--- src/rtl/chan_dec_pkg.sv ---
package chan_dec_pkg;

    localparam int ADDR_W    = 46;
    localparam int BASE_BIT  = 6;
    localparam int WAY_W     = 3;
    localparam int CHAN_W    = 2;
    localparam int SOCK_W    = 2;
    localparam int HASH_LO   = 12;
    localparam int HASH_HI   = 27;
    localparam int UPPER_W   = ADDR_W - BASE_BIT;
    localparam int POS_W     = $clog2(ADDR_W);

    typedef enum logic [WAY_W-1:0] {
        WAYS_ONE   = 3'd1,
        WAYS_TWO   = 3'd2,
        WAYS_THREE = 3'd3,
        WAYS_FOUR  = 3'd4
    } way_mode_e;

    typedef struct packed {
        logic              err;
        logic [CHAN_W-1:0] chan;
    } dec_result_t;

    // Sum of the 2-bit digits of a 16-bit value (4 == 1 mod 3, so mod 3 is kept)
    function automatic logic [15:0] digit_fold(input logic [15:0] v);
        logic [15:0] s;
        s = '0;
        for (int k = 0; k < 8; k++) begin
            s = s + 16'(v[2*k +: 2]);
        end
        return s;
    endfunction

    function automatic logic way_supported(input logic [WAY_W-1:0] w);
        return (w >= 3'd1) && (w <= 3'd4);
    endfunction

endpackage

--- src/rtl/chan_mod3.sv ---
module chan_mod3
    import chan_dec_pkg::*;
#(
    parameter int W = 40
) (
    input  logic [W-1:0] value,
    output logic [1:0]   rem
);
    localparam int NDIG = (W + 1) / 2;
    localparam int PADW = 2 * NDIG;

    logic [PADW-1:0] padded;
    logic [15:0]     stage [0:4];

    assign padded = PADW'(value);

    always_comb begin
        stage[0] = '0;
        for (int d = 0; d < NDIG; d++) begin
            stage[0] = stage[0] + 16'(padded[2*d +: 2]);
        end
    end

    generate
        for (genvar g = 1; g <= 4; g++) begin : g_fold
            assign stage[g] = digit_fold(stage[g-1]);
        end
    endgenerate

    assign rem = (stage[4][1:0] == 2'd3) ? 2'd0 : stage[4][1:0];

endmodule

--- src/rtl/chan_hash_fold.sv ---
module chan_hash_fold
    import chan_dec_pkg::*;
#(
    parameter int AW = ADDR_W,
    parameter int LO = HASH_LO,
    parameter int HI = HASH_HI
) (
    input  logic [AW-1:0] addr,
    output logic [1:0]    fold
);
    localparam int NPAIR = (HI - LO + 1) / 2;

    logic [1:0] acc [0:NPAIR];

    assign acc[0] = 2'b00;

    generate
        for (genvar p = 0; p < NPAIR; p++) begin : g_pair
            assign acc[p+1] = acc[p] ^ addr[LO + 2*p +: 2];
        end
    endgenerate

    assign fold = acc[NPAIR];

endmodule

--- src/rtl/chan_interleave_dec.sv ---
module chan_interleave_dec
    import chan_dec_pkg::*;
(
    input  logic              clk,
    input  logic              rst,
    input  logic              in_valid,
    input  logic [ADDR_W-1:0] phys_addr,
    input  logic [WAY_W-1:0]  way_cnt,
    input  logic [SOCK_W-1:0] sock_shift,
    input  logic              shift_up,
    input  logic              hash_en,
    output logic              out_valid,
    output logic [CHAN_W-1:0] out_chan,
    output logic              out_err
);
    logic [POS_W-1:0]  slice_pos;
    logic [1:0]        raw_idx;
    logic [1:0]        fold_bits;
    logic [1:0]        mixed_idx;
    logic [1:0]        rem3;
    dec_result_t       comb_res;
    dec_result_t       res_q;
    logic              valid_q;

    chan_hash_fold #(.AW(ADDR_W), .LO(HASH_LO), .HI(HASH_HI)) i_fold (
        .addr (phys_addr),
        .fold (fold_bits)
    );

    chan_mod3 #(.W(UPPER_W)) i_mod3 (
        .value (phys_addr[ADDR_W-1:BASE_BIT]),
        .rem   (rem3)
    );

    assign slice_pos = POS_W'(BASE_BIT) + POS_W'(sock_shift) + POS_W'(shift_up);
    assign raw_idx   = phys_addr[slice_pos +: 2];
    assign mixed_idx = hash_en ? (raw_idx ^ fold_bits) : raw_idx;

    always_comb begin
        comb_res = '0;
        case (way_mode_e'(way_cnt))
            WAYS_ONE:   comb_res.chan = 2'd0;
            WAYS_TWO:   comb_res.chan = {1'b0, mixed_idx[0]};
            WAYS_THREE: comb_res.chan = rem3;
            WAYS_FOUR:  comb_res.chan = mixed_idx;
            default:    comb_res.err  = 1'b1;
        endcase
    end

    always_ff @(posedge clk) begin
        if (rst) begin
            valid_q <= 1'b0;
            res_q   <= '0;
        end else begin
            valid_q <= in_valid;
            res_q   <= comb_res;
        end
    end

    assign out_valid = valid_q;
    assign out_chan  = res_q.chan;
    assign out_err   = res_q.err;

    AST_VALID_LATENCY: assert property (@(posedge clk) disable iff (rst)
        !$past(rst) |-> (out_valid == $past(in_valid)));

    AST_ERR_MATCHES_WAY: assert property (@(posedge clk) disable iff (rst)
        (!$past(rst) && out_valid) |-> (out_err == !way_supported($past(way_cnt))));

    AST_ERR_CHAN_ZERO: assert property (@(posedge clk) disable iff (rst)
        out_err |-> (out_chan == 2'd0));

    AST_CHAN_BELOW_WAY: assert property (@(posedge clk) disable iff (rst)
        (!$past(rst) && out_valid && !out_err) |-> (3'(out_chan) < $past(way_cnt)));

    AST_ONE_WAY_ZERO: assert property (@(posedge clk) disable iff (rst)
        (!$past(rst) && out_valid && $past(way_cnt) == 3'd1) |-> (out_chan == 2'd0));

endmodule

--- config.mk ---
export PLATFORM = sky130hd
export DESIGN_NAME = chan_interleave_dec
export DESIGN_NICKNAME = d
export VERILOG_FILES = /design/src/rtl/chan_dec_pkg.sv /design/src/rtl/chan_mod3.sv /design/src/rtl/chan_hash_fold.sv /design/src/rtl/chan_interleave_dec.sv
export SDC_FILE = /design/constraint.sdc
export NUM_CORES = 1
export LEC_CHECK = 0
export ABC_CLOCK_PERIOD_IN_PS = 10710
export BUFFER_PORTS_ARGS = -buffer_cell sky130_fd_sc_hd__buf_2
export CAP_MARGIN = 20
export CORE_AREA = 10 10 77 79
export CTS_BUF_LIST = sky130_fd_sc_hd__clkbuf_2
export DETAILED_ROUTE_END_ITERATION = 8
export DIE_AREA = 0 0 87 89
export PLACE_DENSITY_LB_ADDON = 0.05
export SKIP_LAST_GASP = 1
export SLEW_MARGIN = 10
export SYNTH_ARGS = -nofsm -noshare
export SYNTH_HDL_FRONTEND = slang
export SYNTH_SLANG_ARGS = --single-unit
--- constraint.sdc ---
create_clock -name clk -period 10.71 [get_ports clk]
set_input_delay 2.142 -clock clk [delete_from_list [all_inputs] [get_ports clk]]
set_output_delay 2.142 -clock clk [all_outputs]
set_load 0.01 [all_outputs]
==> flow_summary.toml <==
[cells_and_area]
final_nets = 373
area_growth_pct = 25.3
nFillCells = 416
fin_util = 0.531
diodes = 0
drive_gt1_frac = 0.336

[clock_tree]
htreeDepth = 1
root_buffer = "clkbuf_2"
ctsHoldBuffers = 0
cts_tree = "built"
clock_path_buffers = 2
clkSlewWorstSetupHoldPaths_ns = 0.05
cts_buffers = 3
cts.sink_count = 4
postCtsSetupRepairBufs = 0

[timing]
fmax_mhz = 95.2
hold_violations = 0
rsz0062_at_grt = "true"
holdWs_ns = 2.14
post-route-min-period_ns = 10.50
setup_ws_ns = 0.209
worstMarginPinSlew_ns = 0.356
slew_violations = 0
finalSetupViolations = 0
max-slew-margin-rel = 0.761
post-route-period-util = 0.980

[critical_path]
cp_max_fo = 3
cp-end-kind = "register"
critical_path_class = "input port to register"
cp.required_ns = 10.80
cpPeakStageDelay_ns = 0.54
crit_path_frequent_cell = "fa_1"
critical_path_arrival_ns = 10.59
crit_family = "adder cells"
critPathLaunchType = "input port"
critPathBufInv = 9
slowest_stage = "fa_1"

[detailed_routing]
first_pass_iters = 4
wl_per_cell_um = 11.8
routed_wl_um = 3580
postRouteAntennaNets = 0
drt_iter0_drc = 6
avgViaCountPerCell = 4.39
vias = 1334
drc_errors = 0

[placed_design]
io_buffers = 55
pre_cts_ws_ns = -0.284
hpwl_um = 3560
gp_congestion = 0.726

[global_routing]
grt_pass1_vias = 1582
gr-usage-all-layers = 0.103
grt_overflow = 0
grt_antenna_before_repair = 0
grt_pass1_wl_um = 6560
grt_max_degree = 5

[floorplanning]
row_count = 25
die_w_um = 87
start_util = 0.424
die_h_um = 89
die_area_um2 = 7740
io_pins = 60
fp.coreArea_um2 = 4540

[synth]
yosysTopAreaCell = "fa_1"
syn_area_um2 = 1920
syn_avg_cell_area_um2 = 10.2
synth_cell_types = 22
ys_top_cells_by_area = "fa_1 (40%), ha_1 (18%), inv_1 (12%)"
ys_seq_area_frac = 0.0417
syn-num-nets = 310
yosysWarnings = 0
ys_ff_latch = 4
yosysTopAreaCellShare = 0.396
postSynthCellCount = 189

[status]
status = "finished clean"

[worst_hold_path]
hold_path_class = "input port to register"

[job]
drv_cap = 0
==> what timing repair did <==
item,CTS,global route
gates cloned,0,0
setup endpoints to repair,1,2
resized for setup,1,26
pin swaps,2,22
==> registers in the layout (all words and copies together), names as in the netlist <==
register and cells:
out_err 1, out_chan 2, out_valid 1
==> cell usage after synthesis (all sizes together) <==
cell	n
a21o	2
a21oi	4
a31oi	1
and3b	1
dfxtp	4
fa	38
ha	27
inv	63
mux2i	4
mux4	4
nand2	3
nor2	6
nor2b	4
nor3	2
nor3b	2
o21a	1
o21ai	2
or3	1
xnor2	17
xor2	3
==> placed cells by master, fill, tap and decap left out, drive strengths merged, types with 2 or more instances in the layout <==
cell type	n
inv	63
buf	58
fa	38
ha	27
xnor2	17
nor2	6
a21oi	4
nor2b	4
mux4	4
mux2i	4
dfxtp	4
xor2	3
nand2	3
clkbuf	3
a21o	2
nor3b	2
nor3	2
o21ai	2
==> logic make-up (layout without fill, tap and decap cells) <==
| logic type | count (synthesis) | count (layout) | synth area share |
|---|---|---|---|
| simple gates | 19 | 19 | 0.0566 |
| fa+ha+maj | 65 | 65 | 0.572 |
| flops | 4 | 4 | 0.0417 |
| buf+inv | 63 | 124 | 0.123 |
| mux | 8 | 8 | 0.0755 |
| compound gates | 10 | 10 | 0.0326 |
| xor+xnor | 20 | 20 | 0.0990 |
==> final cells by class <==
| class | count | area [um2] | area share |
|---|---|---|---|
| well taps | 54 | 67.6 | 0.0281 |
| inverters | 63 | 236 | 0.0982 |
| clock buffers | 3 | 15.0 | 0.00623 |
| repair buffers | 58 | 314 | 0.130 |
| flip-flops and latches | 4 | 80.1 | 0.0332 |
| multi-input cells | 122 | 1700 | 0.704 |
==> metal layers <==
| layer | vias to the layer above | track usage | routed length (um) |
|---|---|---|---|
| met3 | 2 | 0.0210 | 178 |
| met4 | 0 | 0.0221 | 6 |
| met1 | 613 | 0.121 | 1570 |
| li1 | 688 | - | - |
| met5 | - | 0 | 0 |
| met2 | 31 | 0.189 | 1820 |
==> metrics by stage <==
stage / cells / cell area (um2) / setup TNS [ns]
2_1_floorplan: 189 / 1920 / 0
3_3_place_gp: 301 / 2290 / -0.467
3_5_place_dp: 301 / 2290 / -0.485
4_1_cts: 304 / 2310 / 0
5_1_grt: 304 / 2410 / -0.162
6_report: 304 / 2410 / 0
==> worst paths after layout <==
path,start,slack (ns),cells past startpoint,endpoint
setup / recovery,phys_addr[8],0.21,35,out_chan[1]
hold / removal,rst,2.14,2,out_err
Power is not shown: default switching activity piles up to over one toggle a cycle in this logic, so the estimate is an artifact.
